$ cat src/rtl/irq_pkg.sv
package irq_pkg;
  localparam int NPIN     = 4;
  localparam int VEC_BASE = 3;
  localparam int VEC_STEP = 8;

  typedef enum logic [1:0] {
    TRG_RISE = 2'b00,
    TRG_FALL = 2'b01,
    TRG_HIGH = 2'b10,
    TRG_LOW  = 2'b11
  } trig_e;

  // Vector address of line idx.
  function automatic logic [7:0] vec_of(input int idx);
    return 8'(VEC_BASE + VEC_STEP * idx);
  endfunction

  // Last count value of the sampling prescaler for a select code.
  function automatic int div_limit(input logic [1:0] sel, input int mid, input int hi);
    case (sel)
      2'b00:   return 0;
      2'b01:   return mid - 1;
      default: return hi - 1;
    endcase
  endfunction
endpackage

$ cat src/rtl/irq_sync.sv
module irq_sync #(
  parameter int W = 4
) (
  input  logic         clk,
  input  logic         rst_n,
  input  logic [W-1:0] d,
  output logic [W-1:0] q
);
  logic [W-1:0] meta;

  always_ff @(posedge clk or negedge rst_n) begin
    if (!rst_n) begin
      meta <= '0;
      q    <= '0;
    end else begin
      meta <= d;
      q    <= meta;
    end
  end
endmodule

$ cat src/rtl/irq_filter.sv
module irq_filter #(
  parameter int DIV_MID = 16,
  parameter int DIV_HI  = 64
) (
  input  logic       clk,
  input  logic       rst_n,
  input  logic [1:0] sel_i,
  input  logic       lvl_i,
  output logic       tick_o,
  output logic       filt_o
);
  import irq_pkg::*;
  localparam int CW = (DIV_HI > 2) ? $clog2(DIV_HI) : 1;

  logic [CW-1:0] cnt;
  logic          smp;
  logic [CW-1:0] lim;

  assign lim    = CW'(div_limit(sel_i, DIV_MID, DIV_HI));
  assign tick_o = (cnt >= lim);

  always_ff @(posedge clk or negedge rst_n) begin
    if (!rst_n) begin
      cnt    <= '0;
      smp    <= 1'b0;
      filt_o <= 1'b0;
    end else begin
      cnt <= tick_o ? '0 : cnt + 1'b1;
      if (tick_o) begin
        smp <= lvl_i;
        if (lvl_i == smp && lvl_i != filt_o) filt_o <= lvl_i;
      end
    end
  end
endmodule

$ cat src/rtl/irq_trigger.sv
module irq_trigger #(
  parameter bit LEVEL_OK = 1'b1
) (
  input  logic       clk,
  input  logic       rst_n,
  input  logic       lvl_i,
  input  logic [1:0] mode_i,
  output logic       hit_o,
  output logic       act_o,
  output logic       lvl_mode_o
);
  import irq_pkg::*;
  logic prev;
  logic rise, fall;

  always_ff @(posedge clk or negedge rst_n) begin
    if (!rst_n) prev <= 1'b0;
    else        prev <= lvl_i;
  end

  assign rise = lvl_i & ~prev;
  assign fall = ~lvl_i & prev;

  generate
    if (LEVEL_OK) begin : g_level
      always_comb begin
        hit_o      = 1'b0;
        act_o      = 1'b0;
        lvl_mode_o = 1'b0;
        case (trig_e'(mode_i))
          TRG_RISE: hit_o = rise;
          TRG_FALL: hit_o = fall;
          TRG_HIGH: begin lvl_mode_o = 1'b1; act_o = lvl_i;  end
          default:  begin lvl_mode_o = 1'b1; act_o = ~lvl_i; end
        endcase
      end
    end else begin : g_dual
      assign lvl_mode_o = 1'b0;
      assign act_o      = 1'b0;
      assign hit_o      = (mode_i == 2'b00) ? rise :
                          (mode_i == 2'b01) ? fall : (rise | fall);
    end
  endgenerate
endmodule

$ cat src/rtl/ext_irq_ctrl.sv
module ext_irq_ctrl #(
  parameter int DIV_MID = 16,
  parameter int DIV_HI  = 64
) (
  input  logic       clk,
  input  logic       rst_n,
  input  logic [3:0] irq_pin_i,
  input  logic [3:0] irq_en_i,
  input  logic [7:0] trig_mode_i,
  input  logic [1:0] filt_sel_i,
  input  logic       ack_i,
  input  logic [7:0] ack_vec_i,
  output logic [3:0] pend_o,
  output logic       irq_o,
  output logic [7:0] vec_o,
  output logic       tmr_evt_o
);
  import irq_pkg::*;

  logic [NPIN-1:0] sync_lvl;
  logic [NPIN-1:0] det_lvl;
  logic [NPIN-1:0] hit, act, lvl_mode, clr;
  logic            filt3, tick3;

  irq_sync #(.W(NPIN)) u_sync (
    .clk(clk), .rst_n(rst_n), .d(irq_pin_i), .q(sync_lvl)
  );

  irq_filter #(.DIV_MID(DIV_MID), .DIV_HI(DIV_HI)) u_filt (
    .clk(clk), .rst_n(rst_n), .sel_i(filt_sel_i), .lvl_i(sync_lvl[NPIN-1]),
    .tick_o(tick3), .filt_o(filt3)
  );

  assign tmr_evt_o = filt3;
  assign det_lvl   = {filt3, sync_lvl[NPIN-2:0]};

  for (genvar i = 0; i < NPIN; i++) begin : g_pin
    irq_trigger #(.LEVEL_OK(i < 2)) u_trg (
      .clk(clk), .rst_n(rst_n), .lvl_i(det_lvl[i]),
      .mode_i(trig_mode_i[2*i +: 2]),
      .hit_o(hit[i]), .act_o(act[i]), .lvl_mode_o(lvl_mode[i])
    );
    assign clr[i] = ack_i && (ack_vec_i == vec_of(i));

    always_ff @(posedge clk or negedge rst_n) begin
      if (!rst_n)            pend_o[i] <= 1'b0;
      else if (!irq_en_i[i]) pend_o[i] <= 1'b0;
      else if (lvl_mode[i])  pend_o[i] <= act[i];
      else                   pend_o[i] <= hit[i] | (pend_o[i] & ~clr[i]);
    end
  end

  always_comb begin
    vec_o = 8'h00;
    for (int k = NPIN - 1; k >= 0; k--)
      if (pend_o[k]) vec_o = vec_of(k);
  end
  assign irq_o = |pend_o;
endmodule

$ cat config.mk
export PLATFORM = sky130hd
export DESIGN_NAME = ext_irq_ctrl
export DESIGN_NICKNAME = d
export VERILOG_FILES = /design/src/rtl/irq_pkg.sv /design/src/rtl/irq_sync.sv /design/src/rtl/irq_filter.sv /design/src/rtl/irq_trigger.sv /design/src/rtl/ext_irq_ctrl.sv
export SDC_FILE = /design/constraint.sdc
export NUM_CORES = 1
export LEC_CHECK = 0
export BUFFER_PORTS_ARGS = -buffer_cell sky130_fd_sc_hd__buf_2
export CORE_ASPECT_RATIO = 1.2
export CORE_MARGIN = 2
export CORE_UTILIZATION = 43
export DETAILED_ROUTE_END_ITERATION = 16
export GPL_TIMING_DRIVEN = 1
export PLACE_DENSITY = 0.84
export SETUP_SLACK_MARGIN = 0.15
export SYNTH_ARGS = -nofsm -noshare
export SYNTH_HDL_FRONTEND = slang
export SYNTH_SLANG_ARGS = --single-unit
$ cat constraint.sdc
create_clock -name clk -period 1.9 [get_ports clk]
set_input_delay 0.38 -clock clk [delete_from_list [all_inputs] [get_ports clk]]
set_output_delay 0.38 -clock clk [all_outputs]
set_load 0.02 [all_outputs]
==> results of run 1 <==
[flip-flops by register name, summed over array words and instances, names as in the netlist]
name and flops:
g_pin.u_trg.prev 4, pend_o 4, u_filt.cnt 6, u_filt.filt_o 1
u_filt.smp 1, u_sync.meta 4, u_sync.q 4
[repair_timing]
action / in CTS / in global routing
resized for setup: 2 / 1
setup endpoints to repair: 2 / 8
pin swaps: 2 / 6
buffers inserted: 1 / 1
[routing by layer]
| layer | global-route usage [%] | up-vias | part of all wire [%] |
|---|---|---|---|
| met5 | 0 | - | 0 |
| met4 | 5.64 | 0 | 0.98 |
| met3 | 2.91 | 2 | 7.0 |
| met2 | 30.2 | 31 | 53 |
| met1 | 15.0 | 432 | 39 |
| li1 | - | 436 | - |
[cells in the final DEF, fill, tap and decap left out, types with 2 or more instances in the layout]
master / Yosys / layout
nor2_1: 5 / 4
ha_1: 8 / 7
buf_4: 5 / 5
conb_1: 1 / 4
buf_2: 0 / 38
a21o_1: 2 / 2
o31ai_1: 3 / 3
dfrtp_1: 24 / 24
nand2_1: 8 / 8
o211ai_1: 2 / 2
nor2_4: 0 / 2
nand3_1: 2 / 2
xnor2_1: 4 / 4
a21boi_0: 2 / 2
inv_1: 8 / 8
o21ai_0: 4 / 4
nor3_1: 2 / 2
nor2_2: 7 / 6
xor2_1: 4 / 4
clkbuf_4: 0 / 3
mux2_2: 2 / 2
[cells in the mapped netlist (3+ instances only)]
cell | instances | area share [%]
dfrtp_1 | 24 | 51
ha_1 | 8 | 8.5
inv_1 | 8 | 2.5
nand2_1 | 8 | 2.5
nor2_2 | 7 | 3.7
buf_4 | 5 | 3.2
nor2_1 | 5 | 1.6
o21ai_0 | 4 | 1.7
xnor2_1 | 4 | 3.0
xor2_1 | 4 | 3.0
o31ai_1 | 3 | 1.9
[per-stage QoR]
step	area (sq um)	power [mW]	TNS (ps)
floorplan	1210	1.17	0
global placement	1420	1.29	0
finish	1520	1.76	0
CTS	1510	1.75	0
global route	1520	1.87	0
detailed placement	1420	1.34	-73.0
[power groups by stage]
stage | registers [mW] | clock network (mW) | logic [mW]
2_1_floorplan | 0.713 | 0 | 0.452
3_3_place_gp | 0.715 | 0 | 0.579
3_5_place_dp | 0.722 | 0 | 0.619
4_1_cts | 0.721 | 0.371 | 0.661
5_1_grt | 0.736 | 0.390 | 0.748
6_report | 0.720 | 0.357 | 0.681
[logic make-up after synthesis]
| group | after synthesis |
|---|---|
| other cells | 1 |
| compound gates | 18 |
| buf+inv | 13 |
| flops | 24 |
| fa+ha+maj | 8 |
| mux | 2 |
| xor+xnor | 8 |
| simple gates | 30 |
[cell type report]
class                   count  area, sq um
well taps                  33         41.3
flip-flops and latches     24          601
clock buffers               3         22.5
clock inverters             1         30.0
fillers                   215         1060
repair buffers             43          228
inverters                   8         30.0
multi-input cells          70          568
[critical path: stages (launching register included)]
cell and delay [ps]:
dfrtp_1 430, ha_1 330, a21o_1 220, buf_4 150
a31oi_4 200, nor3b_2 90, o21bai_4 180
[worst paths after layout]
check,startpoint,to,slack (ps),cells past startpoint
min in group clk,irq_pin_i[1],u_sync.meta[1],170,1
worst min-delay path,rst_n,u_sync.meta[1],20,1
worst max-delay path,u_filt.cnt[5],u_filt.smp,210,6
worst max register to register,u_filt.cnt[5],u_filt.smp,210,6
max in group asynchronous,rst_n,pend_o[3],1530,1
worst min register to register,u_sync.meta[1],u_sync.q[1],360,0
==> summary.md, run 1 <==
| Metric | Value |
|---|---|
| Leakage | 0.747 nW |
| Final hold slack | 18.3 ps |
| Nets@finish | 187 |
| Hold-fix buffers, CTS | 0 |
| Crit. End Element | register |
| Largest net degree at the start of global routing | 25 |
| Clock Skews | 9.88 ps |
| Die ar. | 3190 sq um |
| Worst-Skew Late Latency | 310 ps |
| Critical Path Fanout Max | 3 |
| Max-slew headroom | 66.0% |
| Worst EP arrival | 1890 ps |
| CTS Buf Count | 3 |
| Final Slew Violations | 0 |
| Sw Pwr | 0.601 mW |
| Post-synthesis mux area share | 1.90% |
| GRT Resource Usage Total | 15.0% |
| Final min period | 1690 ps |
| Compound-Gate Fraction of Synth Area | 13.2% |
| Wire per inst | 11.7 um |
| Mapped Avg Cell Area | 11.4 sq um |
| CTS Buffer Depth | 2 |
| Drt first pass iters | 4 |
| Post-Synth Simple-Gate Area | 13.7% |
| # rows | 20 |
| Fmax | 592 MHz |
| Dpl cells | 176 |
| Fin. Hold Viols | 0 |
| Final setup viols | 0 |
| Sequential group share of total power | 41.0% |
| Place WS | -45.7 ps |
| Fin cells | 182 |
| DRT antenna net count | 0 |
| Post-route DRC | 0 |
| Pwr/cell area | 1160 nW/um^2 |
| Vias in the first global route | 859 |
| Syn Std Cell Area | 1180 sq um |
| P_int | 1.16 mW |
| Clock share of power | 20.3% |
| Synthesized flop and latch total | 24 |
| Chip Height | 61.5 um |
| Main combinational cell family by area after synthesis | simple AND/OR/NAND/NOR gates |
| CTS HTree Levels | 1 |
| Logic pwr share | 38.7% |
| Final Cycle Share | 88.9% |
| Asr flop ratio synth | 100% |
| DR vias/cell | 4.95 |
| Finished Core Util | 59.0% |
| Gpl congestion | 0.760 |
| Detailed Route Iter0 Violations | 9 |
| Peak supply drop | 0.000731 V |
| Top FF cell, synth | dfrtp_1 |
| Sw Share | 34.2% |
| Root Driver | clkbuf_4 |
| Core footprint | 2580 sq um |
| Critical Path RT | 2100 ps |
| Initial antenna violation count | 0 |
| CTS Sinks | 24 |
| Critical path class | register to register |
| # diodes | 0 |
| First-pass GRT wire length | 3.47 mm |
| Num ports | 43 |
| DIE WIDTH | 51.9 um |
| Final worst slack | 211 ps |
| Grt ovf | 0 |
| CTS tree | done |
| Synth unique cells | 28 |
| Dpl hpwl | 1.73 mm |
| Worst-margin pin slew | 510 ps |
| HP Class | input port to asynchronous set/reset pin |
| RSZ-0062 raised after global routing | false |
| Area share of fa/ha/maj cells after synthesis | 8.46% |
| EDFF count, synth | 0 |
| Initial Util | 45.9% |
| WL final | 2.13 mm |
| Outcome | finished, final reports clean |
| XOR/XNOR Fraction of Synth Area | 5.92% |
| Max-cap violations | 0 |
| Ratio of cells with drive above 1 in the final layout | 42.3% |
| Area Growth Syn to Fin | 28.4% |
| Sequential area share after synthesis | 50.7% |
| Post-Syn Instances | 104 |
| Critical Path Source Type | register |
| PortBufs | 38 |
| Clock Pin Slew Worst Setup and Hold Paths | 130 ps |
| Via total after detailed routing | 901 |
| Synth warn | 0 |
Note: power is estimated with default switching activity, not from simulation.
==> run 2: changes to the inputs <==
--- a/config.mk
+++ b/config.mk
@@ -6,9 +6,11 @@
 export NUM_CORES = 1
 export LEC_CHECK = 0
 export BUFFER_PORTS_ARGS = -buffer_cell sky130_fd_sc_hd__buf_2
+export CELL_PAD_IN_SITES_DETAIL_PLACEMENT = 1
+export CELL_PAD_IN_SITES_GLOBAL_PLACEMENT = 1
 export CORE_ASPECT_RATIO = 1.2
 export CORE_MARGIN = 2
-export CORE_UTILIZATION = 43
+export CORE_UTILIZATION = 33
 export DETAILED_ROUTE_END_ITERATION = 16
 export GPL_TIMING_DRIVEN = 1
 export PLACE_DENSITY = 0.84
==> run 2 against run 1 <==
Effect of this change: the flow now finishes with violations (design-rule violations); register-to-register slack worse by 30 ps; combinational power hardly changed; power is 3.8% lower; critical path depth is 1 lower; largest power group unchanged; highest routed layer unchanged.
==> summary.md, run 2 (same netlist as run 1, synthesis figures left out) <==
| Metric | Value |
|---|---|
| Finished Core Util | 44.4% (was 59.0%) |
| Worst EP arrival | 1870 ps (was 1890 ps) |
| PortBufs | 38 (unchanged) |
| Leakage | 0.735 nW (was 0.747 nW) |
| Critical Path RT | 2050 ps (was 2100 ps) |
| Core footprint | 3400 sq um (was 2580 sq um) |
| Gpl congestion | 0.774 (was 0.760) |
| Max FFs per register | 6 (unchanged) |
| Dpl hpwl | 2.02 mm (was 1.73 mm) |
| Final Cycle Share | 90.5% (was 88.9%) |
| Critical path class | register to register (unchanged) |
| Final Slew Violations | 0 (unchanged) |
| Failing checks | design-rule violations |
| Clock Skews | 0.746 ps (was 9.88 ps) |
| Crit. End Element | register (unchanged) |
| Place WS | -60.6 ps (was -45.7 ps) |
| Vias in the first global route | 1038 (was 859) |
| Fin. Hold Viols | 0 (unchanged) |
| DIE WIDTH | 58.7 um (was 51.9 um) |
| Die ar. | 4080 sq um (was 3190 sq um) |
| CTS Sinks | 24 (unchanged) |
| Final min period | 1720 ps (was 1690 ps) |
| Worst-Skew Late Latency | 260 ps (was 310 ps) |
| Outcome | finished with violations (was finished, final reports clean) |
| Critical path cell sequence | ha_4 -> or4_4 -> a31oi_4 -> nor3b_2 -> o21bai_4 (was ha_1 -> a21o_1 -> buf_4 -> a31oi_4 -> nor3b_2 -> o21bai_4) |
| Final setup viols | 0 (unchanged) |
| Pwr/cell area | 1120 nW/um^2 (was 1160 nW/um^2) |
| GRT Resource Usage Total | 13.9% (was 15.0%) |
| HP Class | input port to asynchronous set/reset pin (unchanged) |
| Wire per inst | 13.4 um (was 11.7 um) |
| Clock Pin Slew Worst Setup and Hold Paths | 80 ps (was 130 ps) |
| Root Driver | clkbuf_8 (was clkbuf_4) |
| Post-route DRC | 3 (was 0) |
| Initial Util | 34.9% (was 45.9%) |
| Max-cap violations | 0 (unchanged) |
| Peak supply drop | 0.000540 V (was 0.000731 V) |
| Slowest stage delay, CP | 490 ps (was 430 ps) |
| # rows | 23 (was 20) |
| Reg2reg setup slack | 180 ps (was 210 ps) |
| First-pass GRT wire length | 4.39 mm (was 3.47 mm) |
| Drt first pass iters | 9 (was 4) |
| CTS Buffer Depth | 2 (unchanged) |
| DRT antenna net count | 0 (unchanged) |
| # diodes | 0 (unchanged) |
| RSZ-0062 raised after global routing | false (unchanged) |
| CTS HTree Levels | 1 (unchanged) |
| WL final | 2.47 mm (was 2.13 mm) |
| Most frequent cells in the layout | buf_2, dfrtp_1, inv_1, nand2_1, ha_1 (unchanged) |
| DR vias/cell | 4.91 (was 4.95) |
| Grt ovf | 0 (unchanged) |
| Ratio of cells with drive above 1 in the final layout | 41.5% (was 42.3%) |
| Critical Path Source Type | register (unchanged) |
| Nets@finish | 186 (was 187) |
| Largest net degree at the start of global routing | 25 (unchanged) |
| Chip Height | 69.6 um (was 61.5 um) |
| Num ports | 43 (unchanged) |
| Critical Path Fanout Max | 3 (unchanged) |
| Reg with most FFs | u_filt.cnt (unchanged) |
| Most common cell after layout, fill and taps aside | buf_2 (unchanged) |
| Initial antenna violation count | 0 (unchanged) |
| Area Growth Syn to Fin | 27.3% (was 28.4%) |
| Final worst slack | 181 ps (was 211 ps) |
| Fmax | 582 MHz (was 592 MHz) |
| Detailed Route Iter0 Violations | 19 (was 9) |
| Fillers | 393 (was 215) |
| CTS tree | done (unchanged) |
| Slowest-stage cell, CP | or4_4 (was dfrtp_1) |
| CTS Buf Count | 3 (unchanged) |
| Via total after detailed routing | 904 (was 901) |
## run 2: cell count changes in the layout (fill, tap and decap cells not counted), sizes merged
cell / before / now
buf: 43 / 42
bufinv: 1 / 0
## run 2: critical path: cells and delay by family, from the launching register on
kind / cells / cell delay (ps)
adder cells (fa/ha/maj): 1 / 230
AO/OA/AOI/OAI: 2 / 400
AND/OR/NAND/NOR: 2 / 570
flip-flops: 1 / 410
## run 2: area by class of cell
class                           count  area, sq um  area share (%)
Tap cell                           37         46.3            3.07
Sequential cell                    24          601            39.9
Timing Repair Buffer               42          220            14.6
Multi-Input combinational cell     70          568            37.7
Clock buffer                        3         41.3            2.74
Inverter                            8         30.0            1.99
## run 2: path summary, 6_finish.rpt
| check | start | to | cells past startpoint |
|---|---|---|---|
| max in group asynchronous | rst_n | g_pin[1].u_trg.prev | 1 |
| hold / removal | rst_n | u_sync.meta[2] | 1 |
| setup / recovery | u_filt.cnt[1] | u_filt.smp | 5 |
| setup reg to reg | u_filt.cnt[1] | u_filt.smp | 5 |
| min in group clk | irq_pin_i[3] | u_sync.meta[3] | 1 |
| hold reg to reg | u_sync.meta[1] | u_sync.q[1] | 0 |
## run 2: layer usage
layer / routed length (um) / part of all wire, % / global-route usage [%] / up-vias
met3: 118 / 4.8 / 2.80 / 6
met1: 881 / 36 / 13.6 / 442
met5: 0 / 0 / 0 / -
met2: 1420 / 58 / 26.6 / 26
li1: - / - / - / 430
met4: 46 / 1.9 / 6.06 / 0
## run 2: per-stage QoR
step	hold slack [ps]	area, sq um	TNS (ps)	total power [mW]	instances
6_report	79.2	1510	0	1.69	184
5_1_grt	108	1510	0	1.82	184
4_1_cts	97.3	1510	0	1.71	184
3_5_place_dp	336	1430	-237	1.36	180
3_3_place_gp	332	1430	0	1.30	180
2_1_floorplan	84.4	1210	0	1.17	107
## run 2: what timing repair did
item	4_1_cts	5_1_grt
gates resized for setup	3	0
setup buffers	1	0
pin swaps	1	2
hold buffers	0	0
endpoints found under the setup margin	6	2
## run 2: power breakdown
group	leakage (nW)	internal (mW)	switching (mW)
Clock	0.0216	0.141	0.145
Sequential	0.295	0.611	0.112
Combinational	0.418	0.325	0.358
Total	0.735	1.08	0.615
